===== src/rtl/sp_pkg.sv =====
`timescale 1ns/1ps
package sp_pkg;
    localparam int unsigned OFF_TXDATA = 32'h00;
    localparam int unsigned OFF_RXDATA = 32'h04;
    localparam int unsigned OFF_TXCTRL = 32'h08;
    localparam int unsigned OFF_RXCTRL = 32'h0C;
    localparam int unsigned OFF_IE     = 32'h10;
    localparam int unsigned OFF_IP     = 32'h14;
    localparam int unsigned OFF_DIV    = 32'h18;
    localparam int unsigned WM_LSB     = 16;

    typedef enum logic [2:0] {TX_IDLE, TX_START, TX_DATA, TX_STOP1, TX_STOP2} tx_state_e;
    typedef enum logic [1:0] {RX_IDLE, RX_HALF, RX_DATA, RX_STOP} rx_state_e;
endpackage


===== src/rtl/sp_fifo.sv =====
`timescale 1ns/1ps
module sp_fifo #(
    parameter int W     = 8,
    parameter int DEPTH = 8,
    localparam int CW   = $clog2(DEPTH + 1),
    localparam int PW   = $clog2(DEPTH)
) (
    input  logic          clk,
    input  logic          rst_n,
    input  logic          wr_i,
    input  logic [W-1:0]  wdata_i,
    input  logic          rd_i,
    output logic [W-1:0]  rdata_o,
    output logic [CW-1:0] count_o,
    output logic          full_o,
    output logic          empty_o
);
    logic [W-1:0]  mem [DEPTH];
    logic [PW-1:0] rp, wp;
    logic [CW-1:0] cnt;
    logic          wr_ok, rd_ok;

    function automatic logic [PW-1:0] step(input logic [PW-1:0] p);
        return (p == PW'(DEPTH - 1)) ? '0 : p + 1'b1;
    endfunction

    assign full_o  = (cnt == CW'(DEPTH));
    assign empty_o = (cnt == '0);
    assign wr_ok   = wr_i && !full_o;
    assign rd_ok   = rd_i && !empty_o;
    assign rdata_o = mem[rp];
    assign count_o = cnt;

    always_ff @(posedge clk or negedge rst_n) begin
        if (!rst_n) begin
            rp  <= '0;
            wp  <= '0;
            cnt <= '0;
        end else begin
            if (wr_ok) wp <= step(wp);
            if (rd_ok) rp <= step(rp);
            cnt <= cnt + CW'(wr_ok) - CW'(rd_ok);
        end
    end

    always_ff @(posedge clk) begin
        if (wr_ok) mem[wp] <= wdata_i;
    end

    AST_FULL_DROPS_WRITE: assert property (@(posedge clk) disable iff (!rst_n)
        (wr_i && full_o && !rd_i) |=> (cnt == CW'(DEPTH)));
    AST_PUSH_POP_SAME: assert property (@(posedge clk) disable iff (!rst_n)
        (wr_i && rd_i && !full_o && !empty_o) |=> $stable(cnt));
endmodule


===== src/rtl/sp_tx.sv =====
`timescale 1ns/1ps
module sp_tx
    import sp_pkg::*;
#(
    parameter int DIV_W = 16
) (
    input  logic             clk,
    input  logic             rst_n,
    input  logic             en_i,
    input  logic             two_stop_i,
    input  logic [DIV_W-1:0] div_i,
    input  logic             avail_i,
    input  logic [7:0]       data_i,
    output logic             pop_o,
    output logic             tx_o
);
    tx_state_e        state, nstate;
    logic [DIV_W-1:0] cnt;
    logic [2:0]       bitn;
    logic [7:0]       sh;
    logic             tick;

    assign tick = (cnt == div_i);

    always_comb begin
        nstate = state;
        unique case (state)
            TX_IDLE:  if (en_i && avail_i) nstate = TX_START;
            TX_START: if (tick) nstate = TX_DATA;
            TX_DATA:  if (tick && bitn == 3'd7) nstate = TX_STOP1;
            TX_STOP1: if (tick) nstate = two_stop_i ? TX_STOP2 : TX_IDLE;
            TX_STOP2: if (tick) nstate = TX_IDLE;
            default:  nstate = TX_IDLE;
        endcase
    end

    always_ff @(posedge clk or negedge rst_n) begin
        if (!rst_n) begin
            state <= TX_IDLE;
            cnt   <= '0;
            bitn  <= '0;
            sh    <= '0;
        end else begin
            state <= nstate;
            if (state == TX_IDLE) begin
                cnt  <= '0;
                bitn <= '0;
                if (pop_o) sh <= data_i;
            end else if (tick) begin
                cnt <= '0;
                if (state == TX_DATA) begin
                    sh   <= {1'b0, sh[7:1]};
                    bitn <= bitn + 3'd1;
                end
            end else begin
                cnt <= cnt + 1'b1;
            end
        end
    end

    always_comb begin
        pop_o = (state == TX_IDLE) && en_i && avail_i;
        unique case (state)
            TX_START: tx_o = 1'b0;
            TX_DATA:  tx_o = sh[0];
            default:  tx_o = 1'b1;
        endcase
    end

    AST_LOAD_NEEDS_DATA: assert property (@(posedge clk) disable iff (!rst_n)
        (state == TX_START && $past(state) == TX_IDLE) |-> $past(en_i && avail_i));
    AST_FRAME_OPENS_LOW: assert property (@(posedge clk) disable iff (!rst_n)
        ($past(state) == TX_IDLE && state != TX_IDLE) |-> !tx_o);
endmodule


===== src/rtl/sp_rx.sv =====
`timescale 1ns/1ps
module sp_rx
    import sp_pkg::*;
#(
    parameter int DIV_W = 16
) (
    input  logic             clk,
    input  logic             rst_n,
    input  logic             en_i,
    input  logic [DIV_W-1:0] div_i,
    input  logic             rx_i,
    input  logic             full_i,
    output logic             push_o,
    output logic [7:0]       data_o
);
    rx_state_e        state, nstate;
    logic [DIV_W-1:0] cnt, half;
    logic [2:0]       bitn;
    logic [7:0]       sh;
    logic             s1, s2, prev, fall, tick;

    assign half = div_i >> 1;
    assign tick = (cnt == div_i);
    assign fall = prev && !s2;

    always_comb begin
        nstate = state;
        unique case (state)
            RX_IDLE: if (en_i && fall) nstate = RX_HALF;
            RX_HALF: if (cnt == half) nstate = s2 ? RX_IDLE : RX_DATA;
            RX_DATA: if (tick && bitn == 3'd7) nstate = RX_STOP;
            RX_STOP: if (tick) nstate = RX_IDLE;
            default: nstate = RX_IDLE;
        endcase
    end

    always_ff @(posedge clk or negedge rst_n) begin
        if (!rst_n) begin
            state <= RX_IDLE;
            cnt   <= '0;
            bitn  <= '0;
            sh    <= '0;
            s1    <= 1'b1;
            s2    <= 1'b1;
            prev  <= 1'b1;
        end else begin
            s1    <= rx_i;
            s2    <= s1;
            prev  <= s2;
            state <= nstate;
            if (state == RX_IDLE || nstate != state || (state == RX_DATA && tick))
                cnt <= '0;
            else
                cnt <= cnt + 1'b1;
            if (state == RX_IDLE) begin
                bitn <= '0;
            end else if (state == RX_DATA && tick) begin
                sh   <= {s2, sh[7:1]};
                bitn <= bitn + 3'd1;
            end
        end
    end

    always_comb begin
        push_o = (state == RX_STOP) && tick && s2 && !full_i;
        data_o = sh;
    end

    AST_PUSH_ENDS_FRAME: assert property (@(posedge clk) disable iff (!rst_n)
        push_o |=> (state == RX_IDLE));
    AST_FRAME_NEEDS_ENABLE: assert property (@(posedge clk) disable iff (!rst_n)
        (state == RX_HALF && $past(state) == RX_IDLE) |-> $past(en_i));
endmodule


===== src/rtl/serial_port_wm.sv =====
`timescale 1ns/1ps
module serial_port_wm
    import sp_pkg::*;
#(
    parameter int          DEPTH     = 8,
    parameter int          DIV_W     = 16,
    parameter int          WM_W      = 3,
    parameter int          ADDR_W    = 5,
    parameter int unsigned DIV_RESET = 15
) (
    input  logic              clk,
    input  logic              rst_n,
    input  logic [ADDR_W-1:0] bus_addr,
    input  logic              bus_we,
    input  logic [31:0]       bus_wdata,
    input  logic              bus_re,
    output logic [31:0]       bus_rdata,
    output logic              tx_o,
    input  logic              rx_i,
    output logic              irq_o
);
    localparam int CW = $clog2(DEPTH + 1);

    logic             tx_en, tx_two, rx_en;
    logic [WM_W-1:0]  tx_wm, rx_wm;
    logic [1:0]       ie, ip;
    logic [DIV_W-1:0] div;

    logic             hit_txd, hit_rxd, hit_txc, hit_rxc, hit_ie, hit_div;
    logic             tx_pop, tx_full, tx_empty, rx_push, rx_full, rx_empty, rx_pop;
    logic [7:0]       tx_head, rx_head, rx_byte;
    logic [CW-1:0]    tx_cnt, rx_cnt;
    logic             unused_hi;

    assign unused_hi = ^bus_wdata[31:WM_LSB+WM_W];

    assign hit_txd = (32'(bus_addr) == OFF_TXDATA);
    assign hit_rxd = (32'(bus_addr) == OFF_RXDATA);
    assign hit_txc = (32'(bus_addr) == OFF_TXCTRL);
    assign hit_rxc = (32'(bus_addr) == OFF_RXCTRL);
    assign hit_ie  = (32'(bus_addr) == OFF_IE);
    assign hit_div = (32'(bus_addr) == OFF_DIV);
    assign rx_pop  = bus_re && hit_rxd;

    always_ff @(posedge clk or negedge rst_n) begin
        if (!rst_n) begin
            tx_en  <= 1'b0;
            tx_two <= 1'b0;
            tx_wm  <= '0;
            rx_en  <= 1'b0;
            rx_wm  <= '0;
            ie     <= '0;
            div    <= DIV_W'(DIV_RESET);
        end else if (bus_we) begin
            if (hit_txc) begin
                tx_en  <= bus_wdata[0];
                tx_two <= bus_wdata[1];
                tx_wm  <= bus_wdata[WM_LSB +: WM_W];
            end
            if (hit_rxc) begin
                rx_en <= bus_wdata[0];
                rx_wm <= bus_wdata[WM_LSB +: WM_W];
            end
            if (hit_ie)  ie  <= bus_wdata[1:0];
            if (hit_div) div <= bus_wdata[DIV_W-1:0];
        end
    end

    sp_fifo #(.W(8), .DEPTH(DEPTH)) u_txq (
        .clk(clk), .rst_n(rst_n),
        .wr_i(bus_we && hit_txd), .wdata_i(bus_wdata[7:0]),
        .rd_i(tx_pop), .rdata_o(tx_head), .count_o(tx_cnt),
        .full_o(tx_full), .empty_o(tx_empty)
    );

    sp_fifo #(.W(8), .DEPTH(DEPTH)) u_rxq (
        .clk(clk), .rst_n(rst_n),
        .wr_i(rx_push), .wdata_i(rx_byte),
        .rd_i(rx_pop), .rdata_o(rx_head), .count_o(rx_cnt),
        .full_o(rx_full), .empty_o(rx_empty)
    );

    sp_tx #(.DIV_W(DIV_W)) u_tx (
        .clk(clk), .rst_n(rst_n), .en_i(tx_en), .two_stop_i(tx_two),
        .div_i(div), .avail_i(!tx_empty), .data_i(tx_head),
        .pop_o(tx_pop), .tx_o(tx_o)
    );

    sp_rx #(.DIV_W(DIV_W)) u_rx (
        .clk(clk), .rst_n(rst_n), .en_i(rx_en), .div_i(div),
        .rx_i(rx_i), .full_i(rx_full), .push_o(rx_push), .data_o(rx_byte)
    );

    assign ip[0] = (tx_cnt < CW'(tx_wm));
    assign ip[1] = (rx_cnt > CW'(rx_wm));
    assign irq_o = |(ip & ie);

    always_comb begin
        bus_rdata = '0;
        if (hit_txd) begin
            bus_rdata[31] = tx_full;
        end else if (hit_rxd) begin
            bus_rdata[31]  = rx_empty;
            bus_rdata[7:0] = rx_empty ? 8'h00 : rx_head;
        end else if (hit_txc) begin
            bus_rdata[WM_LSB +: WM_W] = tx_wm;
            bus_rdata[1]              = tx_two;
            bus_rdata[0]              = tx_en;
        end else if (hit_rxc) begin
            bus_rdata[WM_LSB +: WM_W] = rx_wm;
            bus_rdata[0]              = rx_en;
        end else if (hit_ie) begin
            bus_rdata[1:0] = ie;
        end else if (32'(bus_addr) == OFF_IP) begin
            bus_rdata[1:0] = ip;
        end else if (hit_div) begin
            bus_rdata[DIV_W-1:0] = div;
        end
    end

    AST_IRQ_NEEDS_ENABLE: assert property (@(posedge clk) disable iff (!rst_n)
        irq_o |-> (ie != 2'b00));
    AST_RX_POP_ON_READ: assert property (@(posedge clk) disable iff (!rst_n)
        (rx_cnt < $past(rx_cnt)) |-> $past(bus_re && 32'(bus_addr) == OFF_RXDATA));
endmodule


===== config.mk =====
export PLATFORM = sky130hd
export DESIGN_NAME = serial_port_wm
export DESIGN_NICKNAME = d
export VERILOG_FILES = /design/src/rtl/sp_pkg.sv /design/src/rtl/sp_fifo.sv /design/src/rtl/sp_tx.sv /design/src/rtl/sp_rx.sv /design/src/rtl/serial_port_wm.sv
export SDC_FILE = /design/constraint.sdc
export NUM_CORES = 1
export LEC_CHECK = 0
export BUFFER_PORTS_ARGS = -buffer_cell sky130_fd_sc_hd__buf_4
export CAP_MARGIN = 10
export CELL_PAD_IN_SITES_DETAIL_PLACEMENT = 0
export CELL_PAD_IN_SITES_GLOBAL_PLACEMENT = 1
export CORE_UTILIZATION = 40
export CTS_BUF_LIST = sky130_fd_sc_hd__clkbuf_8
export DETAILED_ROUTE_END_ITERATION = 8
export PLACE_DENSITY_LB_ADDON = 0.1
export SYNTH_ARGS = -nofsm -noshare
export SYNTH_HDL_FRONTEND = slang
export SYNTH_SLANG_ARGS = --single-unit

===== constraint.sdc =====
create_clock -name clk -period 4.95 [get_ports clk]
set_input_delay 0.495 -clock clk [delete_from_list [all_inputs] [get_ports clk]]
set_output_delay 0.495 -clock clk [all_outputs]
set_load 0.1 [all_outputs]

# After elaboration in Yosys (flattened, before gate mapping)
# Memories as Yosys holds them, arrays and structs flattened.
# Cells that the tools add are included.
[word_totals]
register_bits = 109
latchBits = 0
mem_bits_rw = 128
romBits = 0
input_bits = 42
out_inout_bits = 34
word_cells = 171
memories = 2
[classes]
n_addsub = 12
multipliers = 0
div = 0
order_cmp = 2
eq_ne = 31
shift = 0
muxes = 57
n_bitwise = 2
n_reduce_logical = 41
[mem_list]
columns = ["memory", "words", "word_bits", "read_ports", "rd_ports_with_merged_regs", "wr", "line", "source"]
rows = [
  ["u_rxq.mem", 8, 8, 1, 0, 1, "sp_fifo.sv:18", "logic [W-1:0] mem [DEPTH];"],
  ["u_txq.mem", 8, 8, 1, 0, 1, "sp_fifo.sv:18", ""],
]
[ops]
columns = ["cell", "count"]
rows = [
  ["two-way mux 16 bit", 10],
  ["two-way mux 3 bit", 17],
  ["two-way mux 8 bit", 6],
  ["two-way mux 14 bit", 3],
  ["adder 16 x 1 -> 16 bit, second input constant", 2],
  ["equality test 16 bit", 2],
  ["equality test 3 bit, second input constant", 7],
  ["two-way mux 19 bit", 1],
  ["adder 3 x 1 -> 3 bit, second input constant", 6],
  ["logical AND 1 bit", 17],
  ["equality test 16 x 15 -> 1 bit", 1],
  ["two-way mux 2 bit", 8],
  ["equality test 5 bit, second input constant", 3],
  ["two-way mux 15 bit", 1],
  ["one-hot mux 3 bit (5 select lines)", 1],
  ["AND reduction 2 bit", 6],
  ["two-way mux 11 bit", 1],
  ["equality test 5 x 4 -> 1 bit, second input constant", 2],
  ["!= test 2 x 1 -> 1 bit, second input constant", 5],
  ["adder 4 x 1 -> 4 bit", 2],
  ["equality test 4 bit, second input constant", 2],
  ["logical NOT 4 bit", 2],
  ["one-hot mux 2 bit (4 select lines)", 1],
  ["subtractor 4 x 1 -> 4 bit", 2],
  ["22 further kinds", 37],
]

# Depth between registers and ports, before layout
[logic_depth]
depth_word = 14
mapped_depth = 13
ltp_nobuf = 12

# Cells and area by module
# A second synthesis with hierarchy kept.
[unflattened]
hier_cells = 830
area_unflattened_um2 = 11618.6
[modules_own_cells]
columns = ["mod", "instances", "cells_per_inst", "area_per_inst_um2", "seq_area_each_um2"]
rows = [
  ["sp_fifo (u_txq)", 1, 153, 3110.5, 2172.1],
  ["sp_fifo (u_rxq)", 1, 152, 3104.2, 2172.1],
  ["sp_rx", 1, 170, 1844.3, 804.5],
  ["sp_tx", 1, 195, 1784.2, 750.7],
  ["serial_port_wm", 1, 160, 1775.5, 680.7],
]

# Least setup slack after synthesis
# No wires, ideal clock.
[synth_path]
kind = "flip-flop to output port"
from = "register u_txq.cnt[1] (netlist: u_txq.count_o[1])"
to = "output irq_o"
t_arrival_ps = 3246
required_ps = 4455
path_slack_ps = 1209
path_stages_with_launch = 5
n_path_buf = 0
cell_sequence = "dfrtp_1 ha_1 a21o_1 a211o_1 o21ai_0"
[synth_between]
elab_chain_cells = 3
[synth_lines]
columns = ["item", "line", "source"]
rows = [
  ["start: declaration", "sp_fifo.sv:20", "logic [CW-1:0] cnt;"],
  ["start signal: assignment", "sp_fifo.sv:42", "cnt <= cnt + CW'(wr_ok) - CW'(rd_ok);"],
  ["less-than comparator 4 x 3 -> 1 bit", "serial_port_wm.sv:94", "assign ip[0] = (tx_cnt < CW'(tx_wm));"],
  ["AND 2 bit", "serial_port_wm.sv:96", "assign irq_o = |(ip & ie);"],
  ["OR reduction 2 bit", "serial_port_wm.sv:96", ""],
  ["end: declaration", "serial_port_wm.sv:20", "output logic irq_o"],
]
# No other way between the ends.

# Final worst setup path
[layout_path]
from = "register u_rxq.rp[0]"
to = "output bus_rdata[0]"
[layout_between]
elab_chain_cells = 4
[layout_lines]
columns = ["item", "line", "source"]
rows = [
  ["start: declaration", "sp_fifo.sv:19", "logic [PW-1:0] rp, wp;"],
  ["start signal: assignment", "sp_fifo.sv:41", "if (rd_ok) rp <= step(rp);"],
  ["memory (8 x 8 bit)", "--", ""],
  ["two-way mux 8 bit", "serial_port_wm.sv:104", "bus_rdata[7:0] = rx_empty ? 8'h00 : rx_head;"],
  ["two-way mux 8 bit", "serial_port_wm.sv:102", "end else if (hit_rxd) begin"],
  ["two-way mux 19 bit", "serial_port_wm.sv:100", "if (hit_txd) begin"],
  ["end: declaration", "serial_port_wm.sv:17", "output logic [31:0] bus_rdata,"],
]
# No other way between the ends.

==> out/summary.txt <==
share of the synthesized area in the top cell type -> 34.6%
Worst Path Class, Setup -> reg2out
IO Port Bufs -> 50
Worst Hold Path Cells -> 1
Period Utilization, post-route -> 72.4%
CTS tree -> yes
vias per cell -> 5.07
pre-CTS setup slack -> 1.69 ns
clock-pin slew on the worst setup and hold paths -> 0.06 ns
VDD IR max -> 0.231 mV
flops & latches, synth -> 237
most frequent cell after synthesis -> edfxtp_1
Max clock buf depth -> 3
ys flop type -> edfxtp_1
first-pass GRT wire length -> 38500 um
Post-CTS Setup Bufs -> 0
wire length per cell -> 18.9 um
Post-synth EDFFs -> 128
Worst Max-Slew Pin Slew -> 1.14 ns
Post-synth ARST share -> 46.0%
Post-Synthesis Cells -> 796
YS warnings -> 0
setup TNS -> 0 ns
via count -> 6463
Initial Util -> 40.9%
register area share after synthesis -> 59.3%
post-layout util -> 46.8%
Placed Cells incl. Taps -> 1193
min cycle time layout -> 3.58 ns
Post-Route Hold Slack -> 0.0683 ns
H-tree levels -> 2
die area -> 28400 um^2
Post-DP HPWL -> 16600 um
chip height -> 169 um
fmax -> 279 MHz
endpoints failing setup -> 0
DRT iter0 DRCs -> 322
Rows -> 60
pins over their slew limit -> 0
outcome -> finished clean
NumNets Final -> 942
Static Leak -> 5.14 nW
Max-Cap Viols -> 0
Overflow after GRT -> 0
arrival time at the worst endpoint -> 3.09 ns
reg2reg path depth -> 12
final wirelength -> 24100 um
hold buffer count at cts -> 0
crit start category -> flop
worst-skew pair later-pin latency -> 0.56 ns
Hold Path Origin -> rx_i
CP required -> 4.45 ns
PwrDens -> 455 nW/um^2
hold path endpoint -> u_rx.s1$_DFF_PN1_
largest net degree at the start of global routing -> 70
CP Capture Type -> output port
Post-Layout Cell Count -> 1274
GRT Overall Usage -> 17.9%
antenna-violating nets left -> 0
critical path fanouts, max -> 19
layout cells sized above 1 -> 23.8%
post-cts gate resize count -> 0
IO Count -> 76
Unique masters post-synth -> 59
vias in the first global route -> 6928
Die Span X -> 169 um
Final WS setup -> 1.37 ns
Sink Count -> 237
Clk Tree Root Cell -> clkbuf_8
RSZ-0062 raised after global routing -> false
top post-synthesis cells by area -> edfxtp_1 (35%), dfrtp_1 (23%), mux4_2 (6.5%), xnor2_1 (4.7%), ha_1 (3.5%)
Post-Syn Area -> 11100 um^2
Relative slew margins -> 23.9%
Critical R2R Capture -> u_rxq.count_o[3]$_DFF_PN0_
Core ar. -> 27100 um^2
routability cong. -> 0.772
Filler cells -> 2402
worst hold path type -> in2reg
Diodes inserted -> 0
Pre-antenna DRT Iters -> 6
area grow syn2layout -> 14.3%
Avg Cell Area, Syn -> 13.9 um^2
Worst R2R Start -> u_rxq.count_o[2]$_DFF_PN0_
initial antenna violation count -> 2
flop2flop setup slack -> 2.05 ns
CTS Buf Count -> 43
cell taking the most area after synthesis -> edfxtp_1
DRC viols -> 0
most instantiated cells after synthesis -> edfxtp_1 (128), dfrtp_1 (102), nor2_1 (68), xnor2_1 (60), nand2_1 (41)
Setup Skew -> 0.0237 ns
Final Hold Fails -> 0
## flip-flops by register name, summed over array words and instances (netlist names), 3 cells and up
name,cells
div,16
rx_wm,3
tx_wm,3
u_rx.bitn,3
u_rx.cnt,16
u_rx.data_o,8
u_rxq.count_o,4
u_rxq.mem,64
u_rxq.rp,3
u_rxq.wp,3
u_tx.bitn,3
u_tx.cnt,16
u_tx.sh,8
u_tx.state,3
u_txq.count_o,4
u_txq.mem,64
u_txq.rp,3
u_txq.wp,3
## cell usage in the layout, fill, tap and decap left out, drive strengths merged, types with 8 or more instances in the layout
cell type | netlist | final
nand3 | 15 | 15
and3 | 15 | 15
mux4 | 32 | 32
xor2 | 19 | 19
nor2 | 68 | 68
ha | 31 | 31
clkbuf | 12 | 51
nor4 | 10 | 10
buf | 36 | 62
nand2 | 42 | 42
nor3 | 12 | 12
clkinv | 0 | 14
nand4 | 17 | 17
dfrtp | 102 | 102
xnor2 | 60 | 60
o21ai | 8 | 8
mux2i | 18 | 18
mux2 | 47 | 47
a21oi | 21 | 21
conb | 1 | 12
inv | 32 | 44
edfxtp | 128 | 128
## how the worst max path moves through the flow
stage,endpoint,slack (ns),from
3_3_place_gp,u_txq.mem[1][6]$_DFFE_PP_,1.72,bus_addr[3]
2_1_floorplan,irq_o,1.21,u_txq.count_o[1]$_DFF_PN0_
3_5_place_dp,u_txq.mem[1][6]$_DFFE_PP_,1.69,bus_addr[3]
6_report,bus_rdata[0],1.37,u_rxq.rp[0]$_DFFE_PN0P_
5_1_grt,bus_rdata[0],1.13,u_rxq.rp[0]$_DFFE_PN0P_
4_1_cts,bus_rdata[0],1.24,u_rxq.rp[0]$_DFFE_PN0P_
## kinds of logic after synthesis
| family | Yosys count | synth area share (%) |
|---|---|---|
| compound gates | 61 | 3.74 |
| xor+xnor | 79 | 6.24 |
| simple gates | 208 | 9.78 |
| flops | 237 | 59.3 |
| fa+ha+maj | 33 | 3.86 |
| other cells | 1 | 0.0338 |
| buf+inv | 80 | 3.54 |
| mux | 97 | 13.5 |
## metal layers
| layer | global-route usage, % | part of all wire [%] | vias to the layer above |
|---|---|---|---|
| li1 | - | - | 3034 |
| met1 | 22.4 | 43 | 3260 |
| met2 | 30.4 | 49 | 116 |
| met3 | 3.93 | 4.5 | 49 |
| met4 | 6.32 | 2.8 | 4 |
| met5 | 0 | 0.095 | - |
## worst max-delay path, stage by stage, from the launching register on
cell and delay, ns:
dfrtp_1 1.09, mux4_2 0.63, mux2_2 0.31, a21oi_1 0.19, a21oi_1 0.07, buf_4 0.25
## where the power goes
| part | switching [mW] | total, mW | internal [mW] |
|---|---|---|---|
| clock network | 0.821 | 1.86 | 1.04 |
| logic | 0.629 | 1.25 | 0.618 |
| registers | 0.387 | 2.66 | 2.28 |
| total | 1.84 | 5.77 | 3.93 |
## final cells by class
class	instances	area (um^2)	area share [%]
clock buffer	50	688	5.43
clock inverter	30	196	1.55
inverter	32	120	0.947
multi-input combinational	490	4160	32.8
sequential	237	6580	51.9
tap	372	465	3.67
timing repair buffer	63	470	3.71
## stage by stage
| step | total power [mW] | instance area (um^2) |
|---|---|---|
| after floorplan | 3.62 | 11100 |
| final | 5.77 | 12700 |
| after detailed placement | 3.97 | 11800 |
| after global placement | 3.93 | 11800 |
| after CTS | 5.88 | 12700 |
| after global routing | 6.13 | 12700 |
(Power assumes the default switching activity.)
